**src/rtl/timer_trio_pkg.sv**
```systemverilog
package timer_trio_pkg;
  localparam int unsigned NUM_TMR  = 3;
  localparam int unsigned DIV_W    = 8;
  localparam int unsigned EVT_W    = 4;
  localparam int unsigned ADDR_W   = 8;
  localparam int unsigned DATA_W   = 8;
  localparam logic [7:0]  PER_BASE = 8'hFA;
  localparam logic [7:0]  EVT_BASE = 8'hFD;
endpackage

```
**src/rtl/timer_trio_decode.sv**
```systemverilog
module timer_trio_decode #(
  parameter int unsigned NUM_TMR  = 3,
  parameter int unsigned ADDR_W   = 8,
  parameter logic [ADDR_W-1:0] PER_BASE = 'hFA,
  parameter logic [ADDR_W-1:0] EVT_BASE = 'hFD
) (
  input  logic              wr_en,
  input  logic              rd_en,
  input  logic [ADDR_W-1:0] addr,
  output logic [NUM_TMR-1:0] per_we,
  output logic [NUM_TMR-1:0] evt_rd
);
  for (genvar g = 0; g < NUM_TMR; g++) begin : g_dec
    localparam logic [ADDR_W-1:0] PER_A = ADDR_W'(PER_BASE + g);
    localparam logic [ADDR_W-1:0] EVT_A = ADDR_W'(EVT_BASE + g);
    assign per_we[g] = wr_en && (addr == PER_A);
    assign evt_rd[g] = rd_en && (addr == EVT_A);
  end
endmodule

```
**src/rtl/timer_trio_chan.sv**
```systemverilog
module timer_trio_chan #(
  parameter int unsigned DIV_W = 8,
  parameter int unsigned EVT_W = 4
) (
  input  logic             clk,
  input  logic             rst,
  input  logic             tick,
  input  logic             ctrl_we,
  input  logic             run_bit,
  input  logic             per_we,
  input  logic [DIV_W-1:0] per_data,
  input  logic             evt_clr,
  output logic [EVT_W-1:0] evt_cnt,
  output logic             running,
  output logic             evt_hit
);
  logic [DIV_W-1:0] period_q;
  logic [DIV_W-1:0] div_q;
  logic [DIV_W-1:0] div_nxt;
  logic [EVT_W-1:0] evt_q;
  logic             run_q;
  logic             restart;

  // Divider wraps at 2^DIV_W, so a zero period matches after a full lap.
  assign div_nxt = div_q + DIV_W'(1);
  assign restart = ctrl_we && run_bit && !run_q;
  assign evt_hit = run_q && tick && !restart && (div_nxt == period_q);

  always_ff @(posedge clk) begin
    if (rst) begin
      period_q <= '0;
      div_q    <= '0;
      evt_q    <= '0;
      run_q    <= 1'b0;
    end else begin
      if (per_we) period_q <= per_data;
      if (ctrl_we) run_q <= run_bit;
      if (restart) begin
        div_q <= '0;
        evt_q <= '0;
      end else begin
        if (run_q && tick) div_q <= evt_hit ? '0 : div_nxt;
        if (evt_clr)      evt_q <= evt_hit ? EVT_W'(1) : '0;
        else if (evt_hit) evt_q <= evt_q + EVT_W'(1);
      end
    end
  end

  assign evt_cnt = evt_q;
  assign running = run_q;
endmodule

```
**src/rtl/timer_trio_rdmux.sv**
```systemverilog
module timer_trio_rdmux #(
  parameter int unsigned NUM_TMR = 3,
  parameter int unsigned EVT_W   = 4,
  parameter int unsigned DATA_W  = 8
) (
  input  logic                          clk,
  input  logic                          rst,
  input  logic                          rd_en,
  input  logic [NUM_TMR-1:0]            evt_rd,
  input  logic [NUM_TMR-1:0][EVT_W-1:0] evt_cnt,
  output logic [DATA_W-1:0]             rd_data
);
  logic [DATA_W-1:0] sel_d;
  logic [DATA_W-1:0] rd_q;

  always_comb begin
    sel_d = '0;
    for (int i = 0; i < NUM_TMR; i++)
      if (evt_rd[i]) sel_d = DATA_W'(evt_cnt[i]);
  end

  always_ff @(posedge clk) begin
    if (rst)        rd_q <= '0;
    else if (rd_en) rd_q <= sel_d;
  end

  assign rd_data = rd_q;
endmodule

```
**src/rtl/timer_trio.sv**
```systemverilog
module timer_trio
  import timer_trio_pkg::*;
#(
  parameter int unsigned N_TMR = NUM_TMR,
  parameter int unsigned DW    = DIV_W,
  parameter int unsigned EW    = EVT_W,
  parameter int unsigned AW    = ADDR_W,
  parameter int unsigned BW    = DATA_W
) (
  input  logic          clk,
  input  logic          rst,
  input  logic          wr_en,
  input  logic          rd_en,
  input  logic [AW-1:0] addr,
  input  logic [BW-1:0] wr_data,
  output logic [BW-1:0] rd_data,
  input  logic          ctrl_we,
  input  logic [N_TMR-1:0] ctrl_run,
  input  logic [N_TMR-1:0] tick
);
  logic [N_TMR-1:0]         per_we;
  logic [N_TMR-1:0]         evt_rd;
  logic [N_TMR-1:0][EW-1:0] evt_cnt;
  logic [N_TMR-1:0]         run_vec;
  logic [N_TMR-1:0]         hit_vec;

  timer_trio_decode #(
    .NUM_TMR(N_TMR), .ADDR_W(AW),
    .PER_BASE(AW'(PER_BASE)), .EVT_BASE(AW'(EVT_BASE))
  ) u_dec (
    .wr_en(wr_en), .rd_en(rd_en), .addr(addr),
    .per_we(per_we), .evt_rd(evt_rd)
  );

  for (genvar g = 0; g < N_TMR; g++) begin : g_chan
    timer_trio_chan #(.DIV_W(DW), .EVT_W(EW)) u_chan (
      .clk(clk), .rst(rst), .tick(tick[g]),
      .ctrl_we(ctrl_we), .run_bit(ctrl_run[g]),
      .per_we(per_we[g]), .per_data(DW'(wr_data)),
      .evt_clr(evt_rd[g]), .evt_cnt(evt_cnt[g]),
      .running(run_vec[g]), .evt_hit(hit_vec[g])
    );
  end

  timer_trio_rdmux #(.NUM_TMR(N_TMR), .EVT_W(EW), .DATA_W(BW)) u_rd (
    .clk(clk), .rst(rst), .rd_en(rd_en), .evt_rd(evt_rd),
    .evt_cnt(evt_cnt), .rd_data(rd_data)
  );
endmodule

```
**config.mk**
```make
export PLATFORM = sky130hd
export DESIGN_NAME = timer_trio
export DESIGN_NICKNAME = d
export VERILOG_FILES = /design/src/rtl/timer_trio_pkg.sv /design/src/rtl/timer_trio_decode.sv /design/src/rtl/timer_trio_chan.sv /design/src/rtl/timer_trio_rdmux.sv /design/src/rtl/timer_trio.sv
export SDC_FILE = /design/constraint.sdc
export NUM_CORES = 1
export LEC_CHECK = 0
export BUFFER_PORTS_ARGS = -buffer_cell sky130_fd_sc_hd__buf_2
export CAP_MARGIN = 10
export CORE_MARGIN = 2
export CORE_UTILIZATION = 53
export DETAILED_ROUTE_END_ITERATION = 12
export GPL_ROUTABILITY_DRIVEN = 0
export HOLD_SLACK_MARGIN = 0.08
export PLACE_DENSITY = 0.76
export SLEW_MARGIN = 20
export SYNTH_ARGS = -nofsm -noshare
export SYNTH_HDL_FRONTEND = slang
export SYNTH_SLANG_ARGS = --single-unit
export TNS_END_PERCENT = 1
```
**constraint.sdc**
```tcl
create_clock -name clk -period 2.1 [get_ports clk]
set_input_delay 0.42 -clock clk [delete_from_list [all_inputs] [get_ports clk]]
set_output_delay 0.42 -clock clk [all_outputs]
set_load 0.05 [all_outputs]
```
==> results.md, run 1 <==
- Top_reg_cell synth: dfxtp_1
- Starting Density: 55.5%
- Vias: 3287
- Hold crit path type: primary input to flop
- Chip Height: 86.0 um
- Max-cap violations: 0
- ANT nets after route: 0
- CTS max path bufs: 2
- Drt drc: 0
- Worst-path clk slew: 70 ps
- H-Tree Depth: 3
- Post-route minimum period: 2220 ps
- Clock skew: 9.98 ps
- Slew at the pin closest to its max-slew limit: 582 ps
- First-pass GRT wire length: 14400 um
- Final Hold Vio Count: 0
- Worst Hold Depth: 3
- CP Capture Type: flop
- Reg2Reg Setup Slack: -120 ps
- Synth Instances: 439
- Nets: 533
- Average via count per standard cell: 5.65
- Leak pwr: 1.59 nW
- Post-synth EDFFs: 0
- Clk_lat worst skew: 350 ps
- Final setup fails: 5
- DP HPWL: 6190 um
- Final Cycle Share: 106%
- PD cells: 585 nW/um^2
- Worst R2R Path Depth: 9
- Dpl cells: 565
- VDD IR max: 0.342 mV
- Fmax: 0.450 GHz
- CTS Hold Bufs: 0
- Failing checks: negative setup slack
- Per-cell routed wire length: 14.7 um
- Status: finished with violations
- Initial antenna violation count: 0
- I/O Buffers: 30
- Die area: 7400 sq um
- Final instance count without filler cells: 582
- Post-synthesis area per instance: 8.12 sq um
- Slew HR: 61.0%
- Seq cells post-synth: 67
- Core Area: 6420 sq um
- Gr usage total: 24.5%
- Die Width: 86.0 um
- DR iter-0 viols: 128
- Synth Cell Area: 3560 sq um
- Setup tns final: -528 ps
- Largest net degree at the start of global routing: 25
- Hold Path Origin: ctrl_run[2]
- Count of cell types in the netlist: 56
- Ys Warns: 0
- Ys async rst share: 0%
- Vias in the first global route: 3165
- Crit path DAT: 2460 ps
- Max-slew violations: 0
- Detailed Routing Iterations Pass 1: 4
- Hold Path Sink: g_chan[2].u_chan.running
- Total length of routed wires: 8580 um
- Num CTS Buffers: 9
- CP startpoint kind: flop
- FF-to-FF End: g_chan[0].u_chan.div_q[7]
- FP Rows: 29
- Diodes inserted: 0
- Worst EP required: 2340 ps
- Layout cells sized above 1: 24.0%
- Worst-path fanout max: 6
- Root buf cell: clkbuf_8
- Reg-to-reg startpoint: g_chan[0].u_chan.div_q[1]
- RSZ-0062 raised after global routing: true
- Setup CP Type: flop to flop
- Synth-to-layout area growth: 21.1%
- Num ports: 35
- Worst setup margin: -120 ps
- Seq/Total Area, Yosys: 37.6%
- CTS tree: yes
- Overflow after GRT: 0
- Sink Count: 67
[registers in the layout, indices dropped and copies added (netlist names)]
signal                  cells
g_chan.u_chan.div_q        24
u_rd.rd_data                4
g_chan.u_chan.period_q     24
g_chan.u_chan.evt_cnt      12
g_chan.u_chan.running       3
[synthesized netlist by cell type (9+ instances only)]
cell	n	area share [%]
mux2i_1	12	3.4
nor3_1	18	2.5
nor2b_1	11	1.9
nor4_1	10	1.8
o21ai_0	18	2.5
a21oi_1	36	5.1
dfxtp_1	67	38
xor2_1	17	4.2
nand3_1	19	2.7
nor2_1	38	4.0
nand2_1	59	6.2
clkbuf_1	9	0.95
xnor2_1	25	6.1
[through the flow]
step | utilization [%] | hold slack [ps] | instance area, sq um | total power, mW | setup WS (ps)
2_1_floorplan | - | 444 | 3590 | 1.40 | -26.8
3_3_place_gp | 62.7 | 456 | 4020 | 1.45 | -53.5
3_5_place_dp | 62.7 | 463 | 4020 | 1.46 | -123
4_1_cts | 66.0 | 323 | 4240 | 2.54 | -93.1
5_1_grt | 67.2 | 337 | 4320 | 2.62 | -219
6_report | 67.2 | 329 | 4320 | 2.53 | -120
[placed cells by master, fill, tap and decap left out, types with 5 or more instances in the layout]
cell type  Yosys  routed
xor2_1        17      17
o21ai_0       18      17
nand2_1       59      59
dfxtp_1       67      60
buf_4          5      39
nand3_1       19      19
buf_2          6      30
nand4_1        6       6
mux2i_1       12      12
clkbuf_8       0      10
inv_1          6       6
dfxtp_2        0       7
nor2_1        38      38
xnor2_1       25      24
nor4_1        10       8
a21oi_1       36      35
nor2b_1       11      11
and2_1         5       5
nor3_1        18      16
[critical path, cell delays in order, from the launching register on]
cell and delay, ps:
dfxtp_2 350, ha_4 160, nand3_4 120, o21ai_2 190
o311ai_1 100, or4_1 490, buf_6 160, o21ai_4 200
nor2_1 70, a221o_1 260
[worst max-delay path by stage]
stage	end	slack [ps]	from	cells after the start
global placement	g_chan[0].u_chan.div_q[3]	-50	g_chan[0].u_chan.div_q[1]	9
finish	g_chan[0].u_chan.div_q[7]	-120	g_chan[0].u_chan.div_q[1]	9
global route	g_chan[0].u_chan.div_q[7]	-220	g_chan[0].u_chan.div_q[1]	9
floorplan	g_chan[0].u_chan.div_q[3]	-30	g_chan[0].u_chan.div_q[0]	9
CTS	g_chan[0].u_chan.div_q[3]	-90	g_chan[0].u_chan.div_q[1]	9
detailed placement	g_chan[0].u_chan.div_q[7]	-120	g_chan[0].u_chan.div_q[2]	8
[timing repair]
item | in CTS | in global routing
pin swaps | 0 | 4
setup endpoints to repair | 11 | 27
buffers inserted | 0 | 1
gates resized for setup | 6 | 17
[layer usage]
layer,vias up,routed length [um],track usage (%)
li1,1656,-,-
met1,1555,3800,30.4
met4,0,127,7.94
met2,61,4300,41.6
met5,-,0,0
met3,15,349,6.06
[cell families after synthesis]
family / Yosys count / share of synthesized area [%]
XOR/XNOR: 42 / 10.3
buffers and inverters: 29 / 3.90
flip-flops: 67 / 37.6
other: 1 / 0.105
AND/OR/NAND/NOR: 197 / 27.9
adder cells (fa/ha/maj): 6 / 2.11
multiplexers: 13 / 3.69
AO/OA/AOI/OAI: 84 / 14.3
[layout make-up]
cell class / count / area [sq um]
clock buffer: 10 / 138
fill: 531 / 2110
timing repair buffer: 70 / 454
sequential: 67 / 1350
multi-input combinational: 346 / 2190
inverter: 6 / 22.5
tap: 77 / 96.3
clock inverter: 6 / 63.8
[power breakdown]
part           internal, mW  leakage (nW)  switching [mW]
Sequential             1.28         0.544         0.00624
Clock                 0.580        0.0987           0.513
Combinational        0.0518         0.949          0.0984
Total                  1.91          1.59           0.617
No activity file was read; power rests on OpenSTA's default activity.
==> inputs of run 2 (changes only) <==
CELL_PAD_IN_SITES_DETAIL_PLACEMENT = 1   (was unset)
CELL_PAD_IN_SITES_GLOBAL_PLACEMENT = 1   (was unset)
CORE_UTILIZATION = 40   (was 53)
PLACE_DENSITY = unset   (was 0.76)
PLACE_DENSITY_LB_ADDON = 0.1   (was unset)
==> run 2 against run 1 <==
Compared with the run above: the flow still finishes with violations (negative setup slack); die area grew 31%; flip-flop and latch count is the same; design area grew 3.2%; largest power group unchanged.
==> results.md, run 2 (same netlist as run 1, synthesis figures left out) <==
- Status: finished with violations (unchanged)
- Failing checks: negative setup slack (unchanged)
- Worst setup margin: -194 ps (was -120 ps)
- Commonest non-fill, non-tap cell in the layout: nand2_1 (was dfxtp_1)
- Die Width: 98.4 um (was 86.0 um)
- Average via count per standard cell: 5.31 (was 5.65)
- Layout cells sized above 1: 25.5% (was 24.0%)
- Hold crit path type: primary input to flop (unchanged)
- Root buf cell: clkbuf_8 (unchanged)
- Total length of routed wires: 9560 um (was 8580 um)
- Crit path DAT: 2530 ps (was 2460 ps)
- Max-cap violations: 0 (unchanged)
- Hold WS: 335 ps (was 329 ps)
- Gr usage total: 20.8% (was 24.5%)
- Worst-path fanout max: 6 (unchanged)
- Int Power: 2.00 mW (was 1.91 mW)
- Slew HR: 55.6% (was 61.0%)
- Diodes inserted: 0 (unchanged)
- Fmax: 0.436 GHz (was 0.450 GHz)
- Vias in the first global route: 3446 (was 3165)
- First element of the critical path: g_chan[0].u_chan.div_q[0] (was g_chan[0].u_chan.div_q[1])
- CTS Hold Bufs: 0 (unchanged)
- RSZ-0062 raised after global routing: true (unchanged)
- Die area: 9680 sq um (was 7400 sq um)
- Pre-CTS setup slack: -180 ps (was -123 ps)
- FF-to-FF End: g_chan[0].u_chan.div_q[3] (was g_chan[0].u_chan.div_q[7])
- Reg2Reg Setup Slack: -190 ps (was -120 ps)
- Hold Path Origin: ctrl_run[2] (unchanged)
- Chip Height: 98.4 um (was 86.0 um)
- Num ports: 35 (unchanged)
- Worst EP required: 2330 ps (was 2340 ps)
- Max-slew violations: 0 (unchanged)
- Overflow after GRT: 0 (unchanged)
- Drt drc: 0 (unchanged)
- Sink Count: 67 (unchanged)
- Clk pwr share: 45.3% (was 43.3%)
- VDD IR max: 0.281 mV (was 0.342 mV)
- Final Hold Vio Count: 0 (unchanged)
- Setup CP Type: flop to flop (unchanged)
- Commonest cells after routing, fill and taps aside: 59 x nand2_1, 58 x dfxtp_1, 43 x buf_4 (was 60 x dfxtp_1, 59 x nand2_1, 39 x buf_4)
- H-Tree Depth: 3 (unchanged)
- Setup tns final: -927 ps (was -528 ps)
- Post-route minimum period: 2290 ps (was 2220 ps)
- Combinational Power Share: 6.0% (was 5.9%)
- Worst-path clk slew: 80 ps (was 70 ps)
- Pwr Total: 2.63 mW (was 2.53 mW)
- I/O Buffers: 30 (unchanged)
- Leak pwr: 1.64 nW (was 1.59 nW)
- Vias: 3283 (was 3287)
- Nets: 538 (was 533)
- CP Capture Type: flop (unchanged)
- First-pass GRT wire length: 16300 um (was 14400 um)
- DR iter-0 viols: 77 (was 128)
- Sw Share: 24.2% (was 24.4%)
- Final core utilization: 51.3% (was 67.2%)
- CTS max path bufs: 2 (unchanged)
- Core Area: 8680 sq um (was 6420 sq um)
- FP Rows: 34 (was 29)
- Final Cycle Share: 109% (was 106%)
- Starting Density: 41.1% (was 55.5%)
- CP startpoint kind: flop (unchanged)
- Per-cell routed wire length: 15.5 um (was 14.7 um)
- Num CTS Buffers: 9 (unchanged)
- Clk_lat worst skew: 350 ps (about the same)
- Last element of the critical path: g_chan[0].u_chan.div_q[3] (was g_chan[0].u_chan.div_q[7])
- Final setup fails: 10 (was 5)
- Worst R2R Path Depth: 9 (unchanged)
- Initial antenna violation count: 0 (unchanged)
- DP HPWL: 7370 um (was 6190 um)
- Synth-to-layout area growth: 25.0% (was 21.1%)
- Seq pwr share: 48.7% (was 50.8%)
- Slew at the pin closest to its max-slew limit: 665 ps (was 582 ps)
- Detailed Routing Iterations Pass 1: 5 (was 4)
- Clock skew: 9.82 ps (was 9.98 ps)
- ANT nets after route: 0 (unchanged)
- Reg-to-reg startpoint: g_chan[0].u_chan.div_q[0] (was g_chan[0].u_chan.div_q[1])
- P_sw: 0.637 mW (was 0.617 mW)
- FILL cells: 1077 (was 531)
- Largest net degree at the start of global routing: 19 (was 25)
- CTS tree: yes (unchanged)
- PD cells: 591 nW/um^2 (was 585 nW/um^2)
==> run 2: per-stage QoR <==
step / instance area (sq um) / cells
3_3_place_gp: 4070 / 597
3_5_place_dp: 4070 / 597
4_1_cts: 4300 / 613
5_1_grt: 4450 / 618
2_1_floorplan: 3590 / 442
6_report: 4450 / 618
==> run 2: how the worst min path moves through the flow <==
stage / endpoint / slack, ps / cells past startpoint
detailed placement: g_chan[0].u_chan.period_q[0] / 470 / 2
finish: g_chan[2].u_chan.running / 340 / 3
global placement: g_chan[0].u_chan.period_q[3] / 460 / 2
floorplan: g_chan[0].u_chan.period_q[1] / 440 / 2
global route: g_chan[0].u_chan.period_q[7] / 350 / 3
CTS: g_chan[2].u_chan.running / 320 / 3
==> run 2: worst max-delay path, stage by stage, from the launching register on <==
cell and delay, ps:
dfxtp_2 360, ha_4 170, xor2_2 170, xnor2_1 140, nand4_1 120, or4_4 490
buf_6 150, o21ai_4 230, nor3_1 80, a211o_1 280
==> run 2: power groups by stage <==
| stage | logic (mW) | registers [mW] | clock network (mW) |
|---|---|---|---|
| after detailed placement | 0.155 | 1.31 | 0 |
| after global routing | 0.173 | 1.28 | 1.27 |
| final | 0.158 | 1.28 | 1.19 |
| after CTS | 0.156 | 1.28 | 1.23 |
| after global placement | 0.152 | 1.31 | 0 |
| after floorplan | 0.0857 | 1.31 | 0 |
==> run 2: layout make-up <==
cell class | instances | area, sq um | area share (%)
Clock buffer | 9 | 124 | 2.78
Clock inverter | 7 | 92.6 | 2.08
Inverter | 6 | 22.5 | 0.506
Multi-Input combinational cell | 346 | 2230 | 50.1
Sequential cell | 67 | 1350 | 30.4
Tap cell | 108 | 135 | 3.03
Timing Repair Buffer | 75 | 495 | 11.1
==> run 2: per-layer routing <==
layer | up-vias | global-route usage, % | share of wire (%)
met3 | 7 | 3.58 | 2.3
met1 | 1580 | 26.6 | 48
met2 | 34 | 35.7 | 49
li1 | 1662 | - | -
met4 | 0 | 6.43 | 0.91
met5 | - | 0 | 0
==> run 2: repair_timing <==
| action | in CTS | in global routing |
|---|---|---|
| gates resized for setup | 5 | 26 |
| setup buffers | 0 | 5 |
| endpoints found under the setup margin | 15 | 25 |
| pin swaps | 2 | 8 |
==> inputs of run 3 (changes only) <==
--- a/config.mk
+++ b/config.mk
@@ -13,2 +13,3 @@
 export CORE_UTILIZATION = 40
+export CTS_CLUSTER_SIZE = 25
 export DETAILED_ROUTE_END_ITERATION = 12
==> constraint.sdc (replaced) <==
create_clock -name clk -period 2.1 [get_ports clk]
set_input_delay 0.21 -clock clk [delete_from_list [all_inputs] [get_ports clk]]
set_output_delay 0.21 -clock clk [all_outputs]
set_load 0.05 [all_outputs]
==> run 3 against run 2 <==
Compared with the run above: the flow still finishes with violations (negative setup slack); highest routed layer unchanged; critical endpoint unchanged; non-clock buffer count fell by 8; clock power shrank 9%; wire length is 1.4% higher; clock skew barely moved; design area fell by 2.4%.
==> results.md, run 3 (same netlist as run 1, synthesis figures left out) <==
- Layout cells sized above 1: 23.1% (was 25.5%)
- Commonest cells after routing, fill and taps aside: 62 x dfxtp_1, 59 x nand2_1, 38 x nor2_1 (was 59 x nand2_1, 58 x dfxtp_1, 43 x buf_4)
- Reg2Reg Setup Slack: -170 ps (was -190 ps)
- Die Width: 98.4 um (unchanged)
- Max-cap violations: 0 (unchanged)
- PD cells: 579 nW/um^2 (was 591 nW/um^2)
- I/O Buffers: 30 (unchanged)
- DP HPWL: 7360 um (was 7370 um)
- Chip Height: 98.4 um (unchanged)
- Leak pwr: 1.59 nW (was 1.64 nW)
- First-pass GRT wire length: 16300 um (about the same)
- Gr usage total: 20.8% (about the same)
- Num ports: 35 (unchanged)
- DR iter-0 viols: 102 (was 77)
- Worst-path clk slew: 70 ps (was 80 ps)
- FF-to-FF End: g_chan[0].u_chan.div_q[3] (unchanged)
- Root buf cell: clkbuf_8 (unchanged)
- Nets: 530 (was 538)
- Hold Path Origin: ctrl_run[2] (unchanged)
- Largest net degree at the start of global routing: 26 (was 19)
- Slew at the pin closest to its max-slew limit: 659 ps (was 665 ps)
- Num CTS Buffers: 9 (unchanged)
- Final setup fails: 10 (unchanged)
- Synth-to-layout area growth: 22.0% (was 25.0%)
- Drt drc: 0 (unchanged)
- Clk_lat worst skew: 350 ps (about the same)
- Starting Density: 41.1% (unchanged)
- FP Rows: 34 (unchanged)
- Final Hold Vio Count: 0 (unchanged)
- Dpl cells: 593 (was 597)
- Commonest non-fill, non-tap cell in the layout: dfxtp_1 (was nand2_1)
- CTS tree: yes (unchanged)
- Failing checks: negative setup slack (unchanged)
- Detailed Routing Iterations Pass 1: 4 (was 5)
- Total length of routed wires: 9700 um (was 9560 um)
- Vias in the first global route: 3401 (was 3446)
- CTS max path bufs: 2 (unchanged)
- Die area: 9680 sq um (unchanged)
- First element of the critical path: g_chan[0].u_chan.div_q[0] (unchanged)
- Worst EP required: 2350 ps (was 2330 ps)
- Per-cell routed wire length: 15.9 um (was 15.5 um)
- RSZ-0062 raised after global routing: true (unchanged)
- ANT nets after route: 0 (unchanged)
- Status: finished with violations (unchanged)
- Vias: 3325 (was 3283)
- Fmax: 0.441 GHz (was 0.436 GHz)
- Core Area: 8680 sq um (unchanged)
- Final instance count without filler cells: 610 (was 618)
- Worst R2R Path Depth: 9 (unchanged)
- Diodes inserted: 0 (unchanged)
- CP startpoint kind: flop (unchanged)
- CTS Hold Bufs: 0 (unchanged)
- VDD IR max: 0.322 mV (was 0.281 mV)
- CP Capture Type: flop (unchanged)
- Slew HR: 55.7% (was 55.6%)
- Hold crit path type: primary input to flop (unchanged)
- Average via count per standard cell: 5.45 (was 5.31)
- Post-route minimum period: 2270 ps (was 2290 ps)
- Overflow after GRT: 0 (unchanged)
- Crit path DAT: 2510 ps (was 2530 ps)
- Reg-to-reg startpoint: g_chan[0].u_chan.div_q[0] (unchanged)
- H-Tree Depth: 3 (unchanged)
- Clock skew: 10.1 ps (was 9.82 ps)
- Max-slew violations: 0 (unchanged)
- Worst setup margin: -169 ps (was -194 ps)
- Sink Count: 67 (unchanged)
- Worst Hold Depth: 3 (unchanged)
- Final Cycle Share: 108% (was 109%)
- Initial antenna violation count: 0 (unchanged)
- Hold Path Sink: g_chan[2].u_chan.running (unchanged)
- Setup CP Type: flop to flop (unchanged)
- Setup tns final: -895 ps (was -927 ps)
- Worst-path fanout max: 6 (unchanged)
## run 3: changes by cell type in the layout (fill, tap and decap cells not counted), sizes merged
cell      delta
buf          -8
clkinv       +1
bufinv       -1
clkinvlp     -2
clkbuf       +2
## run 3: cell type report
cell class	instances	area (sq um)
Clock buffer	11	141
Clock inverter	5	52.6
Fill cell	1082	4330
Inverter	6	22.5
Multi-Input combinational cell	346	2210
Sequential cell	67	1350
Tap cell	108	135
Timing Repair Buffer	67	439
## run 3: per-layer routing
metal	part of all wire [%]	vias to the layer above	global-route usage (%)	wire, um
met4	1.5	0	7.90	146
li1	-	1657	-	-
met2	49	36	35.4	4760
met3	2.1	14	3.15	208
met5	0	-	0	0
met1	47	1618	26.7	4590
## run 3: worst max-delay path: stages (launching register included)
cell	delay (ps)
dfxtp_2	340
ha_4	240
xor2_1	140
nor3_1	140
nand4_1	120
or4_4	500
buf_6	150
o21ai_4	210
nor3_1	70
a211o_1	260
## run 3: worst max path at each step
stage | end | slack, ps | cells after the start
after floorplan | g_chan[0].u_chan.div_q[3] | -30 | 9
after global placement | g_chan[0].u_chan.div_q[6] | -80 | 9
after detailed placement | g_chan[0].u_chan.div_q[5] | -170 | 9
after CTS | g_chan[0].u_chan.div_q[5] | -130 | 10
after global routing | g_chan[0].u_chan.div_q[7] | -240 | 9
final | g_chan[0].u_chan.div_q[3] | -170 | 9
## run 3: timing repair
action                                  in CTS  in global routing
setup buffers                                0                  1
endpoints found under the setup margin      19                 27
resized for setup                            5                 20
pin swaps                                    0                  7
## run 3: power breakdown
| group | internal (mW) | switching [mW] |
|---|---|---|
| sequential | 1.28 | 0.00551 |
| combinational | 0.0504 | 0.102 |
| clock | 0.575 | 0.509 |
| total | 1.90 | 0.617 |
## run 3: per-stage QoR
step / setup WS, ps / util [%] / hold WS (ps) / cell area (sq um) / total power [mW]
2_1_floorplan: -26.8 / - / 350 / 3590 / 1.40
3_3_place_gp: -84.7 / 46.6 / 457 / 4040 / 1.46
3_5_place_dp: -165 / 46.6 / 466 / 4040 / 1.46
4_1_cts: -130 / 48.9 / 109 / 4250 / 2.55
5_1_grt: -236 / 50.1 / 130 / 4350 / 2.63
6_report: -169 / 50.1 / 120 / 4350 / 2.52
